## config.mk

```make
export PLATFORM = sky130hd
export DESIGN_NAME = rxclk_recovery
export DESIGN_NICKNAME = d
export VERILOG_FILES = /design/src/rtl/rcr_pkg.sv /design/src/rtl/rcr_ctrl.sv /design/src/rtl/rcr_datapath.sv /design/src/rtl/rxclk_recovery.sv
export SDC_FILE = /design/constraint.sdc
export NUM_CORES = 1
export LEC_CHECK = 0
export ABC_AREA = 0
export BUFFER_PORTS_ARGS = -buffer_cell sky130_fd_sc_hd__buf_2
export CORE_ASPECT_RATIO = 1.4
export CORE_MARGIN = 4
export CORE_UTILIZATION = 60
export DETAILED_ROUTE_END_ITERATION = 10
export MAX_ROUTING_LAYER = met4
export PLACE_DENSITY_LB_ADDON = 0.3
export SLEW_MARGIN = 40
export SYNTH_ARGS = -nofsm -noshare
export SYNTH_HDL_FRONTEND = slang
export SYNTH_SLANG_ARGS = --single-unit
export TNS_END_PERCENT = 100
```

## constraint.sdc

```tcl
create_clock -name clk -period 9.27 [get_ports clk]
set_input_delay 1.854 -clock clk [delete_from_list [all_inputs] [get_ports clk]]
set_output_delay 1.854 -clock clk [all_outputs]
set_load 0.05 [all_outputs]
```

## src/rtl/rcr_pkg.sv

```systemverilog
package rcr_pkg;

  typedef enum logic [1:0] {
    RATE_LOW  = 2'd0,
    RATE_MID  = 2'd1,
    RATE_HIGH = 2'd2
  } rate_e;

  // Strobes from the phase control to the datapath
  typedef struct packed {
    logic sampleNow;  // latch data this edge
    logic syncLevel;  // next level of the sync square wave
    logic sleep;      // powersave: force outputs low
  } rcr_strobe_t;

  // Rate decode; the top rate needs the fast master clock, else mid rate
  function automatic rate_e decodeRate(input logic fastClk,
                                       input logic sel1200,
                                       input logic sel4800);
    if (sel1200)                 return RATE_LOW;
    else if (sel4800 && fastClk) return RATE_HIGH;
    else                         return RATE_MID;
  endfunction

endpackage

```

## src/rtl/rcr_ctrl.sv

```systemverilog
module rcr_ctrl
  import rcr_pkg::*;
#(
  parameter int BASE_DIV = 840
) (
  input  logic        clk,
  input  logic        rstN,
  input  logic        rxEnable,
  input  logic        fastClk,
  input  logic        sel1200,
  input  logic        sel4800,
  input  logic        edgeSeen,
  output rcr_strobe_t strb
);
  localparam int PMAX = 4 * BASE_DIV;
  localparam int CW   = $clog2(PMAX + 1);
  localparam logic [CW-1:0] P_QUART = CW'(BASE_DIV / 2);
  localparam logic [CW-1:0] P_ONE   = CW'(BASE_DIV);
  localparam logic [CW-1:0] P_TWO   = CW'(2 * BASE_DIV);
  localparam logic [CW-1:0] P_FOUR  = CW'(4 * BASE_DIV);

  rate_e         rate;
  logic [CW-1:0] period;
  logic [CW-1:0] half;
  logic [CW-1:0] ph;
  logic [CW-1:0] phNext;
  logic [CW-1:0] errMag;
  logic [CW-1:0] corr;
  logic [CW:0]   wide;

  // Nominal bit period
  always_comb begin
    rate = decodeRate(fastClk, sel1200, sel4800);
    unique case (rate)
      RATE_LOW:  period = fastClk ? P_FOUR : P_ONE;
      RATE_HIGH: period = P_ONE;
      default:   period = fastClk ? P_TWO : P_QUART;
    endcase
    half = period >> 1;
  end

  // Phase counter next state with edge-driven correction
  always_comb begin
    errMag = '0;
    corr   = '0;
    wide   = '0;
    phNext = '0;
    if (!rxEnable) begin
      phNext = '0;
    end else if (edgeSeen) begin
      if (ph >= period) begin
        phNext = '0;
      end else if (ph < half) begin
        // counter ahead of the edge: slow down
        errMag = ph;
        corr   = (errMag + CW'(4)) >> 3;
        phNext = ph + CW'(1) - corr;
      end else begin
        // counter behind the edge: speed up
        errMag = period - ph;
        corr   = (errMag + CW'(4)) >> 3;
        wide   = {1'b0, ph} + {{CW{1'b0}}, 1'b1} + {1'b0, corr};
        if (wide >= {1'b0, period}) wide = wide - {1'b0, period};
        phNext = wide[CW-1:0];
      end
    end else begin
      phNext = (ph >= period - CW'(1)) ? '0 : ph + CW'(1);
    end
  end

  always_ff @(posedge clk or negedge rstN) begin
    if (!rstN) ph <= '0;
    else       ph <= phNext;
  end

  // Mid-bit is entered only through the exact value 'half'
  always_comb begin
    strb.sleep     = !rxEnable;
    strb.sampleNow = rxEnable && (phNext == half) && (ph != half);
    strb.syncLevel = rxEnable && (phNext >= half);
  end

endmodule

```

## src/rtl/rcr_datapath.sv

```systemverilog
module rcr_datapath
  import rcr_pkg::*;
#(
  parameter int SYNC_STAGES = 2
) (
  input  logic        clk,
  input  logic        rstN,
  input  logic        rxDataIn,
  input  rcr_strobe_t strb,
  output logic        edgeSeen,
  output logic        syncOut,
  output logic        clockedData
);
  logic [SYNC_STAGES-1:0] syncChain;
  logic                   dataPrev;
  logic                   dataSync;

  // Synchroniser runs through powersave so re-enable sees no false edge
  generate
    genvar gi;
    for (gi = 0; gi < SYNC_STAGES; gi++) begin : g_sync
      always_ff @(posedge clk or negedge rstN) begin
        if (!rstN)        syncChain[gi] <= 1'b0;
        else if (gi == 0) syncChain[gi] <= rxDataIn;
        else              syncChain[gi] <= syncChain[(gi == 0) ? 0 : gi-1];
      end
    end
  endgenerate

  assign dataSync = syncChain[SYNC_STAGES-1];

  always_ff @(posedge clk or negedge rstN) begin
    if (!rstN) dataPrev <= 1'b0;
    else       dataPrev <= dataSync;
  end

  assign edgeSeen = dataSync ^ dataPrev;

  always_ff @(posedge clk or negedge rstN) begin
    if (!rstN) begin
      syncOut     <= 1'b0;
      clockedData <= 1'b0;
    end else begin
      syncOut <= strb.syncLevel;
      if (strb.sleep)          clockedData <= 1'b0;
      else if (strb.sampleNow) clockedData <= dataSync;
    end
  end

endmodule

```

## src/rtl/rxclk_recovery.sv

```systemverilog
module rxclk_recovery
  import rcr_pkg::*;
#(
  parameter int BASE_DIV = 840
) (
  input  logic clk,
  input  logic rstN,
  input  logic rxEnable,
  input  logic fastClk,
  input  logic sel1200,
  input  logic sel4800,
  input  logic rxDataIn,
  output logic syncOut,
  output logic clockedData
);
  rcr_strobe_t strb;
  logic        edgeSeen;

  rcr_ctrl #(.BASE_DIV(BASE_DIV)) ctrl_i (
    .clk      (clk),
    .rstN     (rstN),
    .rxEnable (rxEnable),
    .fastClk  (fastClk),
    .sel1200  (sel1200),
    .sel4800  (sel4800),
    .edgeSeen (edgeSeen),
    .strb     (strb)
  );

  rcr_datapath #(.SYNC_STAGES(2)) dp_i (
    .clk         (clk),
    .rstN        (rstN),
    .rxDataIn    (rxDataIn),
    .strb        (strb),
    .edgeSeen    (edgeSeen),
    .syncOut     (syncOut),
    .clockedData (clockedData)
  );

endmodule

```

# [Word level (Yosys, flattened, before mapping)]
# Index checks and enable logic that the tools add are counted.
[word_totals] reg_bits=17 out_inout_bits=2
[classes] n_addsub=9 magnitude_cmp=5 eq_ne=4 n_mux=13 n_bitwise=1 n_reduce_logical=5
[op_table] operator="$mux 12" count=7
[op_table] operator="$add 12x3->12 const B" count=2
[op_table] operator="$ge 12x12->1" count=2
[op_table] operator="$pmux 12 s2" count=1
[op_table] operator="$sub 12x12->12" count=2
[op_table] operator="$add 12x1->13 const B" count=1
[op_table] operator="$add 13x9->13" count=1
[op_table] operator="$ge 13x12->1" count=1
[op_table] operator="$add 12x1->12 const B" count=1
[op_table] operator="$eq 12x11->1" count=1
[op_table] operator="$ge 12x11->1" count=1
[op_table] operator="$lt 12x11->1" count=1
[op_table] operator="$ne 12x11->1" count=1
[op_table] operator="$sub 12x1->12 const B" count=1
[op_table] operator="$sub 12x9->12" count=1
[op_table] operator="$mux 11" count=1
[op_table] operator="$logic_and 1x1->1" count=4
[op_table] operator="$mux 2" count=2
[op_table] operator="$eq 2x2->1 const B" count=1
[op_table] operator="$logic_not 2->1" count=1
[op_table] operator="$mux 1" count=2
[op_table] operator="$ne 2x1->1 const B" count=1
[op_table] operator="$xor 1x1->1" count=1

# [Longest topological paths before layout]
# Gate-level depths: netlist (run 1).
[depth] word_depth=19 ltp_mapped=41 depth_no_buf=40

# [Cells and area by module]
# Synthesis (run 1) repeated with hierarchy kept, for this count alone.
[unflattened] hier_cells=509 hier_area_um2=4028.9
[by_module_without_submodules] mod="rcr_ctrl" n_inst=1 cells_per_inst=501 area_each_um2=3881.2
[by_module_without_submodules] mod="rcr_datapath" n_inst=1 cells_per_inst=8 area_each_um2=147.6

# [Least setup slack after synthesis (run 1)]
# No wires, ideal clock.
[synth_timing] path_kind="input -> register" startpoint="in sel4800" endpoint="reg dp_i.syncOut" setup_time_ps=119 t_arrival_ps=8116 required_ps=9151 slack_ps=1035 path_stages=39 cell_sequence="a21oi_1 -> nand2_1 -> ha_1 -> ha_1 -> a21oi_1 -> o21ai_0 -> a21oi_1 -> o21bai_1 -> a21oi_1 -> nor2_1 -> nor2_1 -> xnor2_1 -> ha_1 -> buf_2 -> a21o_1 -> o32ai_1 -> a21oi_2 -> a21o_1 -> (+3 left out) -> a21o_1 -> a21oi_1 -> o221ai_2 -> nor2_4 -> mux2i_1 -> o21ai_0 -> o21ai_0 -> ha_1 -> nor2b_1 -> o21ai_0 -> nand2b_1 -> a21oi_1 -> nor2b_1 -> o21ai_0 -> nand2b_1 -> a21oi_1 -> o221ai_1 -> o21a_1"
[synth_rtl] element="from (decl)" line_no="rxclk_recovery.sv:11" text="input logic sel4800,"
[synth_rtl] element="to (signal assigned)" line_no="rcr_datapath.sv:44" text="syncOut <= strb.syncLevel;"
[synth_rtl] element="to (decl)" line_no="rcr_datapath.sv:11" text="output logic syncOut,"

==> results.py, run 1 <==
metrics = {
    "yosys": {
        "syn_area_per_cell_um2": 8.28,
        "yosysWarnings": 0,
        "synthArstFlopShare_pct": 100,
        "netlist_area_um2": 4130,
        "ys_seq_elements": 17,
        "synth_flop_cell": "dfrtp_1",
        "synth-edff-count": 0,
        "postSynthCellCount": 499,
        "ys_types": 79,
        "ys_seq_area_share_pct": 10.3,
        "syn-num-nets": 596,
    },
    "critical_path": {
        "crit_fanout": 8,
        "cp_top_family": "compound AO/OA/AOI/OAI gates",
        "crit_required_ns": 9.41,
        "slowest_stage": "ha_1",
        "cp_num_buf_inv": 4,
        "path_class": "in -> reg",
        "slowest_delay_ns": 0.43,
        "crit_path_end_kind": "flop",
        "cp.arrival_ns": 8.91,
        "startpoint_type": "primary input",
    },
    "finish": {
        "fillers": 579,
        "seqCellArea_um2": 425,
        "multi_input_area_um2": 3540,
        "layout-drive-gt1-share_pct": 10.2,
        "syn_to_final_growth_pct": 5.63,
        "antenna_cells": 0,
        "mostFrequentLayoutCells": "ha_1, xnor2_1, inv_1, a21oi_1, nand2_1",
        "fin_nets": 608,
        "mostFrequentLayoutCell": "ha_1",
        "postLayoutCoreUtil_pct": 65.6,
    },
    "floorplanning": {
        "die_w_um": 78.1,
        "coreArea_um2": 6660,
        "die-area_um2": 8300,
        "pin_count": 9,
        "die_y_um": 106,
        "start_util_pct": 62.1,
        "rows": 35,
    },
    "cts": {
        "clkSlewWorstSetupHoldPaths_ns": 0.07,
        "cts_tree": "yes",
        "htreeDepth": 1,
        "clk_path_buf_depth": 2,
        "cts_buffers": 3,
        "cts_sinks": 17,
        "clkLatencyLatePin_ns": 0.25,
        "root_buffer": "clkbuf_8",
    },
    "worst_hold_path": {
        "hold_path.class": "reg -> reg",
    },
    "timing": {
        "setup-violations-final": 0,
        "max_freq_mhz": 114,
        "drv_slew": 0,
        "fin_skew_ns": 0.00156,
        "relSlewSlack_pct": 42.5,
        "period_needed_ns": 8.77,
        "finalHoldViolCount": 0,
        "tightest_slew_ns": 0.863,
        "period_share_pct": 94.6,
    },
    "drt": {
        "vias": 3845,
        "via_per_inst": 6.39,
        "wirelength_mm": 11.2,
        "drt_first_pass_iters": 4,
        "routedWlPerCell_um": 18.6,
        "ant_nets": 0,
        "drc": 0,
        "drtIter0Drc": 203,
    },
    "run": {
        "maxCapViolations": 0,
    },
    "global_route": {
        "gr-usage-all-layers_pct": 28.4,
        "grt_pass1_vias": 3880,
        "overflow": 0,
        "grt_pass1_wl_mm": 18.5,
        "grt_max_degree": 18,
        "antenna_found_initial": 0,
    },
    "placed_design": {
        "gp_congestion": 0.983,
        "io_buffers": 8,
        "hpwl_mm": 9.27,
    },
    "status": {
        "status": "finished, final reports clean",
    },
}
-- worst paths after layout --
path | from | to | slack [ns] | cells past startpoint
max in group asynchronous | rstN | ctrl_i.ph[2] | 7.45 | 1
worst max register to register | ctrl_i.ph[3] | dp_i.syncOut | 2.16 | 36
worst max-delay path | sel1200 | dp_i.syncOut | 0.50 | 40
worst min register to register | dp_i.syncChain[0] | dp_i.dataSync | 0.35 | 0
worst min-delay path | dp_i.syncChain[0] | dp_i.dataSync | 0.35 | 0
min in group asynchronous | rstN | dp_i.dataPrev | 1.53 | 1
-- area by class of cell --
cell class / instances / area share [%]
clock buffer: 3 / 0.946
clock inverter: 1 / 0.115
inverter: 37 / 3.18
multi-input combinational: 436 / 81.1
sequential: 17 / 9.75
tap: 92 / 2.64
timing repair buffer: 16 / 2.29
-- through the flow --
step / setup slack [ns] / area (um2) / setup TNS [ns] / hold slack (ns) / instances
final: 0.503 / 4360 / 0 / 0.352 / 602
after CTS: 0.367 / 4330 / 0 / 0.355 / 599
after global placement: 0.314 / 4280 / 0 / 0.332 / 595
after floorplan: 1.04 / 4130 / 0 / 0.331 / 499
after detailed placement: 0.136 / 4280 / 0 / 0.339 / 595
after global routing: -0.00700 / 4360 / -0.00700 / 0.384 / 602
-- sequential cells by signal, summed over array words and instances (netlist names) --
| register | cells |
|---|---|
| ctrl_i.ph | 12 |
| dp_i.clockedData | 1 |
| dp_i.dataPrev | 1 |
| dp_i.dataSync | 1 |
| dp_i.syncChain | 1 |
| dp_i.syncOut | 1 |
-- cells in the mapped netlist, types with 2 or more instances --
cell type	instances	area, um2
o31ai_1	2	15.0
clkbuf_1	6	22.5
o21ai_0	19	95.1
mux2i_1	4	40.0
nand2b_1	6	37.5
a21oi_2	2	17.5
nor2_1	27	101
or2_2	5	31.3
nand4_1	7	43.8
o211a_1	2	20.0
dfrtp_1	17	425
buf_2	2	10.0
a211o_1	3	26.3
xor2_1	12	105
a21o_1	12	90.1
o211ai_1	4	30.0
ha_1	88	1100
nor2b_1	8	50.1
o221ai_1	2	17.5
fa_1	2	40.0
o31ai_2	2	25.0
and3_1	8	50.1
nor3_1	13	65.1
a41o_1	2	20.0
nand3b_1	2	15.0
a21boi_0	2	15.0
mux2_2	3	33.8
a211oi_1	3	22.5
o21bai_1	6	45.0
inv_1	36	135
xnor2_1	43	377
o22ai_1	3	18.8
o311ai_1	2	17.5
o31a_1	2	17.5
nand3_1	16	80.1
xnor2_2	2	32.5
a31oi_1	4	25.0
a21oi_1	36	180
o21a_1	10	75.1
nand2_1	33	124
a221o_1	2	20.0
a32oi_1	2	17.5
-- per-layer routing --
layer  vias to the layer above  GRT usage (%)  share of wire, %
li1                       1864              -                 -
met5                         -              -                 0
met1                      1831           33.0                41
met3                        37           1.69               4.0
met4                         0           12.5               4.0
met2                       113           50.2                51
-- cells by family after synthesis --
logic type	Yosys count	synth area share (%)
multiplexers	7	1.79
flip-flops	17	10.3
XOR/XNOR	59	13.4
AND/OR/NAND/NOR	136	16.6
AO/OA/AOI/OAI	143	25.7
adder cells (fa/ha/maj)	91	27.9
buffers and inverters	46	4.42
-- timing repair --
item	in CTS	in global routing
hold buffers	0	0
gates resized for setup	0	5
setup buffers	0	3
endpoints found under the setup margin	0	2
Power of run 1 is not shown: default switching activity piles up to over one toggle a cycle in this logic, so the estimate is an artifact.
==> run 2, diff against run 1 <==
- BUFFER_PORTS_ARGS: -buffer_cell sky130_fd_sc_hd__buf_2 -> -buffer_cell sky130_fd_sc_hd__buf_4
- CORE_MARGIN: 4 -> default
- SYNTH_HIERARCHICAL: default -> 1
==> run 2 against run 1 <==
  * Largest cell class unchanged
  * Worst setup slack got worse by 0.026 ns
  * Sequential share of layout area is 0.26 points higher
  * Design area is 2.6% lower
  * Maximum frequency shrank 0.29%
  * Synthesized cell count rose by 2.0%
  * The flow now finishes with violations (design-rule violations)
  * Critical endpoint is now dp_i/syncOut
  * Via count grew 1.6%
  * Synthesized area is 2.5% lower
  * Global-route usage rose by 7.3 points
==> results.py, run 2 <==
metrics = {
    "critical_path": {
        "r2r-start": "ctrl_i/ph[4]",
        "startpoint_type": "primary input",
        "slowest_stage": "ha_1",
        "path_class": "in -> reg",
        "cp.arrival_ns": 8.91,
        "reg2reg_depth": 29,
        "crit_fanout": 7,
        "timing.rr.end": "dp_i/syncOut",
        "reg2reg_slack_ns": 2.06,
        "cp_top_family": "compound AO/OA/AOI/OAI gates",
        "worst-path-stages": 33,
        "crit_required_ns": 9.39,
        "cp_num_buf_inv": 2,
        "slowest_delay_ns": 0.39,
        "crit_path_end_kind": "flop",
    },
    "cts": {
        "htreeDepth": 1,
        "cts_hold_buf": 0,
        "cts_resized": 0,
        "cts_sinks": 17,
        "cts_tree": "yes",
        "clkLatencyLatePin_ns": 0.25,
        "clkSlewWorstSetupHoldPaths_ns": 0.07,
        "clk_path_buf_depth": 2,
        "root_buffer": "clkbuf_8",
        "cts_setup_buffers": 0,
        "cts_buffers": 3,
    },
    "yosys": {
        "synth_flop_cell": "dfrtp_1",
        "yosysWarnings": 6,
        "ys_seq_area_share_pct": 10.6,
        "ys_types": 62,
        "ys_seq_elements": 17,
        "netlist_area_um2": 4030,
        "synth.largest_area_cell": "ha_1",
        "netlist_top_cells_count": "ha_1, nand2_1, xnor2_1",
        "postSynthCellCount": 509,
        "synth_top_area_share_pct": 27.6,
        "synthArstFlopShare_pct": 100,
        "syn_area_per_cell_um2": 7.92,
        "synth_most_common_cell": "ha_1",
        "synth_area_leaders": "ha_1, dfrtp_1, xnor2_1, a21oi_1, xor2_1",
        "syn-num-nets": 607,
        "synth-edff-count": 0,
    },
    "floorplanning": {
        "die-area_um2": 7050,
        "die_y_um": 99.0,
        "coreArea_um2": 6530,
        "die_w_um": 71.3,
        "start_util_pct": 61.7,
        "pin_count": 9,
        "rows": 35,
    },
    "worst_hold_path": {
        "hold_depth": 0,
        "hold_path_end": "dp_i/dataSync",
        "hold_path.class": "reg -> reg",
        "worstHoldStart": "dp_i/syncChain[0]",
    },
    "timing": {
        "finalHoldViolCount": 0,
        "max_freq_mhz": 114,
        "drv_slew": 0,
        "rsz0062_at_grt": "false",
        "tightest_slew_ns": 0.854,
        "setup_tns_ns": 0,
        "relSlewSlack_pct": 42.7,
        "period_share_pct": 94.8,
        "setup-violations-final": 0,
        "timing.final.ws_setup_ns": 0.477,
        "period_needed_ns": 8.79,
        "fin_skew_ns": 0.00290,
    },
    "placed_design": {
        "gp_congestion": 1.02,
        "hpwl_mm": 9.69,
        "io_buffers": 8,
        "dpl_worst_slack_ns": 0.300,
        "dp.cells": 591,
    },
    "drt": {
        "ant_nets": 0,
        "drc": 1,
        "drtIter0Drc": 254,
        "via_per_inst": 6.56,
        "drt_first_pass_iters": 8,
        "wirelength_mm": 11.8,
        "routedWlPerCell_um": 19.9,
        "vias": 3906,
    },
    "run": {
        "maxCapViolations": 0,
    },
    "global_route": {
        "grt_pass1_wl_mm": 19.0,
        "grt_pass1_vias": 3868,
        "antenna_found_initial": 0,
        "overflow": 0,
        "gr-usage-all-layers_pct": 35.7,
        "grt_max_degree": 18,
    },
    "finish": {
        "fin_nets": 620,
        "largest_reg_flops": 12,
        "layout-drive-gt1-share_pct": 6.14,
        "largest-register": "ctrl_i/ph",
        "mostFrequentLayoutCell": "ha_1",
        "fillers": 580,
        "syn_to_final_growth_pct": 5.56,
        "fin_cells": 595,
        "antenna_cells": 0,
        "mostFrequentLayoutCells": "ha_1, nand2_1, xnor2_1, a21oi_1, inv_1",
    },
    "status": {
        "violations": "design-rule violations",
        "status": "finished, violations left",
    },
}
[run 2: cell count changes after synthesis, sizes merged, moves of 4 or more]
cell / previous run / this run
a22oi: 0 / 7
xor2: 13 / 20
nand2: 34 / 38
o21a: 10 / 1
o21ai: 21 / 34
nand3: 16 / 20
and2: 1 / 5
xnor2: 45 / 38
[run 2: cell type report]
| class | instances | area [um2] | area share [%] |
|---|---|---|---|
| clock buffers | 3 | 41.3 | 0.971 |
| clock inverters | 1 | 5.00 | 0.118 |
| inverters | 37 | 139 | 3.27 |
| multi-input cells | 448 | 3440 | 80.8 |
| flip-flops and latches | 17 | 425 | 10.0 |
| well taps | 74 | 92.6 | 2.18 |
| repair buffers | 15 | 113 | 2.65 |
[run 2: cell families after synthesis]
| kind of cell | after synthesis | share of synthesized area [%] |
|---|---|---|
| DFF | 17 | 10.6 |
| muxes | 7 | 1.86 |
| buffers and inverters | 44 | 4.13 |
| adders and majority gates | 91 | 28.6 |
| AOI/OAI and AO/OA | 140 | 23.1 |
| and+or+nand+nor | 152 | 18.9 |
| xor gates and xnor gates | 58 | 12.8 |
[run 2: how the worst max path moves through the flow]
stage	startpoint	endpoint	slack, ns
after floorplan	sel1200	dp_i/syncOut	1.36
after global placement	sel1200	dp_i/syncOut	0.57
after detailed placement	sel1200	dp_i/syncOut	0.30
after CTS	sel1200	dp_i/syncOut	0.56
after global routing	sel1200	dp_i/syncOut	0.004
final	sel1200	dp_i/syncOut	0.48
[run 2: metrics by stage]
step	area (um2)	hold WS, ns	utilization [%]
finish	4250	0.363	65.2
global route	4250	0.375	65.2
CTS	4250	0.367	65.2
detailed placement	4210	0.352	64.5
global placement	4210	0.333	64.5
floorplan	4030	0.331	-
[run 2: layer usage]
layer  vias to the layer above  GRT usage (%)  wire length (um)
li1                       1897              -                 -
met1                      1816           39.3              4670
met2                       150           62.6              6020
met3                        43           3.99               638
met4                         0           18.3               516
met5                         -              -                 0
Power of run 2 is left out for the same reason.
